### config.mk
export PLATFORM = sky130hd
export DESIGN_NAME = tconv_ctrl
export DESIGN_NICKNAME = d
export VERILOG_FILES = /design/src/rtl/tconv_pkg.sv /design/src/rtl/tconv_timer.sv /design/src/rtl/tconv_fmt.sv /design/src/rtl/tconv_seq.sv /design/src/rtl/tconv_hold.sv /design/src/rtl/tconv_ctrl.sv
export SDC_FILE = /design/constraint.sdc
export NUM_CORES = 1
export LEC_CHECK = 0
export CAP_MARGIN = 20
export CORE_ASPECT_RATIO = 2
export CORE_UTILIZATION = 58
export CTS_BUF_LIST = sky130_fd_sc_hd__clkbuf_8
export DETAILED_ROUTE_END_ITERATION = 12
export PLACE_DENSITY = 0.95
export SETUP_SLACK_MARGIN = 0.1
export SYNTH_ARGS = -nofsm -noshare
export SYNTH_HDL_FRONTEND = slang
export SYNTH_SLANG_ARGS = --single-unit
### constraint.sdc
create_clock -name clk -period 3.54 [get_ports clk]
set_input_delay 0.354 -clock clk [delete_from_list [all_inputs] [get_ports clk]]
set_output_delay 0.354 -clock clk [all_outputs]
set_load 0.02 [all_outputs]
### src/rtl/tconv_pkg.sv
package tconv_pkg;
  typedef enum logic [0:0] {
    ST_IDLE = 1'b0,
    ST_CONV = 1'b1
  } seq_state_e;
endpackage

### src/rtl/tconv_timer.sv
module tconv_timer #(
  parameter int unsigned CONV_TICKS = 2200000
) (
  input  logic clk,
  input  logic rst,
  input  logic start,
  output logic done
);
  localparam int CNT_W = $clog2(CONV_TICKS + 1);

  logic [CNT_W-1:0] cnt_q;
  logic             run_q;

  always_ff @(posedge clk) begin
    if (rst) begin
      cnt_q <= '0;
      run_q <= 1'b0;
      done  <= 1'b0;
    end else begin
      done <= 1'b0;
      if (start) begin
        cnt_q <= CNT_W'(CONV_TICKS - 1);
        run_q <= 1'b1;
      end else if (run_q) begin
        if (cnt_q == '0) begin
          run_q <= 1'b0;
          done  <= 1'b1;
        end else begin
          cnt_q <= cnt_q - 1'b1;
        end
      end
    end
  end
endmodule

### src/rtl/tconv_fmt.sv
module tconv_fmt #(
  parameter int DATA_W = 16,
  parameter int RAW_W  = DATA_W + 1
) (
  input  logic [RAW_W-1:0]  raw,
  input  logic              ext,
  output logic [DATA_W-1:0] value
);
  localparam int SUM_W = RAW_W + 1;
  localparam logic signed [SUM_W-1:0] OFFS = SUM_W'(1) << (DATA_W - 2);
  localparam logic signed [SUM_W-1:0] MAXV = (SUM_W'(1) << (DATA_W - 1)) - SUM_W'(1);
  localparam logic signed [SUM_W-1:0] MINV = ~MAXV;

  logic signed [SUM_W-1:0] shifted;

  always_comb begin
    shifted = $signed({raw[RAW_W-1], raw}) - (ext ? OFFS : '0);
    if (shifted > MAXV)      value = {1'b0, {(DATA_W-1){1'b1}}};
    else if (shifted < MINV) value = {1'b1, {(DATA_W-1){1'b0}}};
    else                     value = shifted[DATA_W-1:0];
  end
endmodule

### src/rtl/tconv_seq.sv
module tconv_seq
  import tconv_pkg::*;
(
  input  logic clk,
  input  logic rst,
  input  logic cfg_wr,
  input  logic cfg_shutdown,
  input  logic cfg_oneshot,
  input  logic cfg_extfmt,
  input  logic conv_done,
  output logic conv_start,
  output logic oneshot_clr,
  output logic fmt_q,
  output logic res_take,
  output logic in_idle
);
  seq_state_e state_q;
  logic       os_run_q;

  always_comb begin
    res_take = (state_q == ST_CONV) && conv_done;
    in_idle  = (state_q == ST_IDLE);
  end

  always_ff @(posedge clk) begin
    if (rst) begin
      state_q     <= ST_IDLE;
      os_run_q    <= 1'b0;
      fmt_q       <= 1'b0;
      conv_start  <= 1'b0;
      oneshot_clr <= 1'b0;
    end else begin
      conv_start  <= 1'b0;
      oneshot_clr <= 1'b0;
      case (state_q)
        ST_IDLE: begin
          if (!cfg_shutdown) begin
            state_q    <= ST_CONV;
            conv_start <= 1'b1;
            os_run_q   <= 1'b0;
            fmt_q      <= cfg_extfmt;
          end else if (cfg_wr && cfg_oneshot) begin
            state_q    <= ST_CONV;
            conv_start <= 1'b1;
            os_run_q   <= 1'b1;
            fmt_q      <= cfg_extfmt;
          end
        end
        default: begin
          if (conv_done) begin
            oneshot_clr <= os_run_q;
            os_run_q    <= 1'b0;
            if (cfg_shutdown) begin
              state_q <= ST_IDLE;
            end else begin
              conv_start <= 1'b1;
              fmt_q      <= cfg_extfmt;
            end
          end
        end
      endcase
    end
  end
endmodule

### src/rtl/tconv_hold.sv
module tconv_hold #(
  parameter int DATA_W = 16
) (
  input  logic              clk,
  input  logic              rst,
  input  logic              rd_start,
  input  logic              rd_end,
  input  logic              take,
  input  logic [DATA_W-1:0] value,
  output logic [DATA_W-1:0] temp_q,
  output logic              reading_q
);
  logic [DATA_W-1:0] pend_q;
  logic              pend_v_q;
  logic              hold;

  always_comb hold = (reading_q && !rd_end) || rd_start;

  always_ff @(posedge clk) begin
    if (rst) begin
      temp_q    <= '0;
      pend_q    <= '0;
      pend_v_q  <= 1'b0;
      reading_q <= 1'b0;
    end else begin
      if (rd_start)    reading_q <= 1'b1;
      else if (rd_end) reading_q <= 1'b0;

      if (take) begin
        if (hold) begin
          pend_q   <= value;
          pend_v_q <= 1'b1;
        end else begin
          temp_q   <= value;
          pend_v_q <= 1'b0;
        end
      end else if (!hold && pend_v_q) begin
        temp_q   <= pend_q;
        pend_v_q <= 1'b0;
      end
    end
  end
endmodule

### src/rtl/tconv_ctrl.sv
module tconv_ctrl #(
  parameter int          DATA_W     = 16,
  parameter bit          EXT_DONE   = 1'b1,
  parameter int unsigned CONV_TICKS = 2200000
) (
  input  logic              clk,
  input  logic              rst,
  input  logic              cfg_wr,
  input  logic              cfg_shutdown,
  input  logic              cfg_oneshot,
  input  logic              cfg_extfmt,
  input  logic              adc_done,
  input  logic [DATA_W:0]   adc_raw,
  input  logic              rd_start,
  input  logic              rd_end,
  output logic              conv_start,
  output logic              oneshot_clr,
  output logic [DATA_W-1:0] temp_reg
);
  localparam int RAW_W = DATA_W + 1;

  logic              conv_done;
  logic              fmt_cur;
  logic              res_take;
  logic              in_idle;
  logic              reading;
  logic [DATA_W-1:0] fmt_value;

  generate
    if (EXT_DONE) begin : g_ext_done
      assign conv_done = adc_done;
    end else begin : g_int_done
      tconv_timer #(.CONV_TICKS(CONV_TICKS)) u_timer (
        .clk(clk), .rst(rst), .start(conv_start), .done(conv_done)
      );
    end
  endgenerate

  tconv_seq u_seq (
    .clk(clk), .rst(rst), .cfg_wr(cfg_wr), .cfg_shutdown(cfg_shutdown),
    .cfg_oneshot(cfg_oneshot), .cfg_extfmt(cfg_extfmt), .conv_done(conv_done),
    .conv_start(conv_start), .oneshot_clr(oneshot_clr), .fmt_q(fmt_cur),
    .res_take(res_take), .in_idle(in_idle)
  );

  tconv_fmt #(.DATA_W(DATA_W), .RAW_W(RAW_W)) u_fmt (
    .raw(adc_raw), .ext(fmt_cur), .value(fmt_value)
  );

  tconv_hold #(.DATA_W(DATA_W)) u_hold (
    .clk(clk), .rst(rst), .rd_start(rd_start), .rd_end(rd_end),
    .take(res_take), .value(fmt_value), .temp_q(temp_reg), .reading_q(reading)
  );
endmodule

==> run metrics <==
status complete, no violations; netlist area before placement 2228 um2; HPWL after detailed placement 3539 um; CTS Buffer Depth 2; overflow left after global routing 0; Arr. time, crit path 2.61 ns; clock input transition at the sequential cells of the worst setup and hold paths 0.07 ns; final critical-path share of the clock period 0.6782; Unique masters post-synth 35; antenna diode count 0; path type of the worst min-delay path reg2reg; vias after detailed routing 1987; area of the core region 3646 um2; startpoint of the lowest-slack register-to-register path u_seq.fmt_q; Post-CTS Resized 0; worst-margin pin slew 0.8361 ns; number of cell instances on the worst register-to-register path 6; Leak 0.9454 nW; Worst Hold Path Cells 2; sequential-to-total area share from yosys stat 0.3504; width of the die 45.83 um; drt first pass iters 4; final weighted congestion in routability-driven placement 0.8139; overall track demand over capacity in global routing 0.2802; input/output buffers 43; proportion of layout cells with a drive suffix above 1 0.1439; num ports 44; nets@finish 299; setup TNS 0 ns; number of instances in the synthesized netlist 240; ratio of total power to cell area 356.4 nW/um2; Hold Path End u_hold.temp_q[15]; clock tree from TritonCTS done; max-cap check violation count 0; Max Fanout on Critical Path 15; tightest hold margin 0.4802 ns; number of global-route vias before repair 1811; final hold violation count 0; slack of the worst reg-to-reg path 1.38 ns; largest clock skew in the final design 0.004758 ns; level count of the clock H-tree 2; TritonCTS buffer count 5; critical setup path kind in2reg; detailed-route DRC error count 0; flip-flop and latch count after synthesis 39; capture point of the worst reg-to-reg path u_hold.pend_q[14]; ANT nets after route 0; Mean Syn Cell Area 9.285 um2; achievable clock frequency 416.5 MHz; total wire length after detailed routing 5185 um; starting utilization of the core area 0.6112; final setup vio count 0; number of standard-cell rows in the floorplan 31; growth of design area from synthesis to finish 21.50%; height of the chip 89.66 um; antenna violations before repair 0; hold_buf cts 0; Post-CTS Setup Repair Bufs 0; pin count of the biggest net entering global routing 41; Peak VDD IR 0.2493 mV; warning count from the yosys run 0; Die ar. 4109 um2; number of DRC markers in iteration 0 73; clock tree root buffer cell sky130_fd_sc_hd__clkbuf_8; Mapped Nets 268; Final min period 2.401 ns; startpoint kind of the worst setup timing path primary input; RSZ-0062 raised after global routing false; Worst-Skew Late Latency 0.30 ns; max-slew violation count 0; number of fill cells 272; global-route wire length before repair 8452 um; via density per instance 6.209; CP Capture Type flip-flop; number of sinks handled by clock tree synthesis 39; WL/cell 16.20 um; data required time at the worst endpoint 3.75 ns; relative slew slack 0.4414; Hold Startpoint u_hold.temp_q[15]
[layer usage]
layer  part of all wire  track usage  vias to the layer above
li1                   -            -                      967
met5                  0            0                        -
met3              0.055      0.05200                       10
met2               0.53       0.4416                       83
met1               0.40       0.3603                      927
met4              0.023       0.1337                        0
[cell usage in the layout (no fill, tap or decap), drive strengths merged]
| cell | n |
|---|---|
| or3 | 1 |
| clkinv | 1 |
| nor3b | 2 |
| clkdlybuf4s50 | 43 |
| a211oi | 32 |
| o21ai | 16 |
| and3 | 1 |
| clkbuf | 6 |
| o2bb2ai | 1 |
| inv | 18 |
| o221ai | 15 |
| and2 | 2 |
| buf | 6 |
| nor2b | 5 |
| dfxtp | 39 |
| o211ai | 1 |
| nand4b | 15 |
| a21oi | 5 |
| nor2 | 23 |
| nand2b | 17 |
| a221oi | 14 |
| nand3 | 1 |
| nand2 | 2 |
| a21boi | 1 |
| a21o | 1 |
| mux2i | 1 |
| ha | 2 |
[through the flow]
stage	utilization	area (um2)	cells	total power, mW	setup WS (ns)
3_3_place_gp	0.7186	2620	313	0.6586	0.9017
6_report	0.7426	2708	320	0.9650	1.139
5_1_grt	0.7426	2708	320	1.003	1.002
3_5_place_dp	0.7186	2620	313	0.6659	0.8377
4_1_cts	0.7426	2708	320	0.9662	1.139
2_1_floorplan	-	2228	240	0.6048	1.785
[state kept, by name (all words and copies together) (netlist names)]
signal,cells
u_seq.fmt_q,1
u_seq.conv_start,1
u_seq.state_q,1
u_hold.pend_v_q,1
u_seq.oneshot_clr,1
u_hold.pend_q,16
u_seq.os_run_q,1
u_hold.reading_q,1
u_hold.temp_q,16
[report_power, final]
part | switching (mW) | internal [mW] | leakage (nW)
logic | 0.108 | 0.0851 | 0.581
registers | 0.00993 | 0.457 | 0.317
clock network | 0.153 | 0.153 | 0.0470
[synthesized netlist by cell type (all sizes together)]
cell type / instances / area [um2]
and3: 1 / 6.260
dfxtp: 39 / 780.8
or3: 1 / 6.260
nor2b: 5 / 36.29
inv: 18 / 67.56
a211oi: 32 / 245.2
a21boi: 1 / 7.510
nor2: 23 / 86.33
o2bb2ai: 1 / 8.760
o221ai: 15 / 187.7
nand2b: 17 / 106.4
nand2: 2 / 17.52
a21o: 1 / 7.510
ha: 2 / 25.02
nand3: 1 / 5.000
o21ai: 16 / 80.08
a221oi: 14 / 185.2
nor3b: 2 / 26.28
clkbuf: 9 / 35.03
nand4b: 15 / 131.4
and2: 2 / 12.51
buf: 16 / 110.1
a21oi: 5 / 36.29
mux2i: 1 / 10.01
o211ai: 1 / 7.510
[final cells by class]
cell class	count	area [um2]	area share
clock buffer	6	82.58	0.03050
clock inverter	1	5.005	0.001848
inverter	18	67.56	0.02495
multi-input combinational	158	1235	0.4561
sequential	39	780.7	0.2884
tap	49	61.31	0.02264
timing repair buffer	49	475.5	0.1756
[worst max-delay path by stage]
stage	startpoint	to	slack [ns]	cells after the start
finish	adc_raw[14]	u_hold.pend_q[14]	1.14	8
global route	adc_raw[14]	u_hold.pend_q[14]	1.00	8
CTS	adc_raw[14]	u_hold.pend_q[3]	1.14	7
detailed placement	adc_raw[14]	u_hold.pend_q[3]	0.84	7
global placement	adc_raw[14]	u_hold.pend_q[0]	0.90	7
floorplan	adc_raw[14]	u_hold.temp_q[1]	1.78	7
[kinds of logic after synthesis]
logic type	share of synthesized area
compound gates	0.3436
fa+ha+maj	0.01123
buf+inv	0.09545
flops	0.3504
mux	0.004492
simple gates	0.1948
[worst max-delay path: stages]
cell	delay, ns
sky130_fd_sc_hd__clkdlybuf4s50_1	0.45
sky130_fd_sc_hd__inv_1	0.04
sky130_fd_sc_hd__ha_1	0.20
sky130_fd_sc_hd__ha_1	0.32
sky130_fd_sc_hd__nor3b_4	0.71
sky130_fd_sc_hd__nor2b_1	0.24
sky130_fd_sc_hd__a211oi_1	0.08
sky130_fd_sc_hd__a211oi_1	0.22
Note: power is estimated with default switching activity, not from simulation.
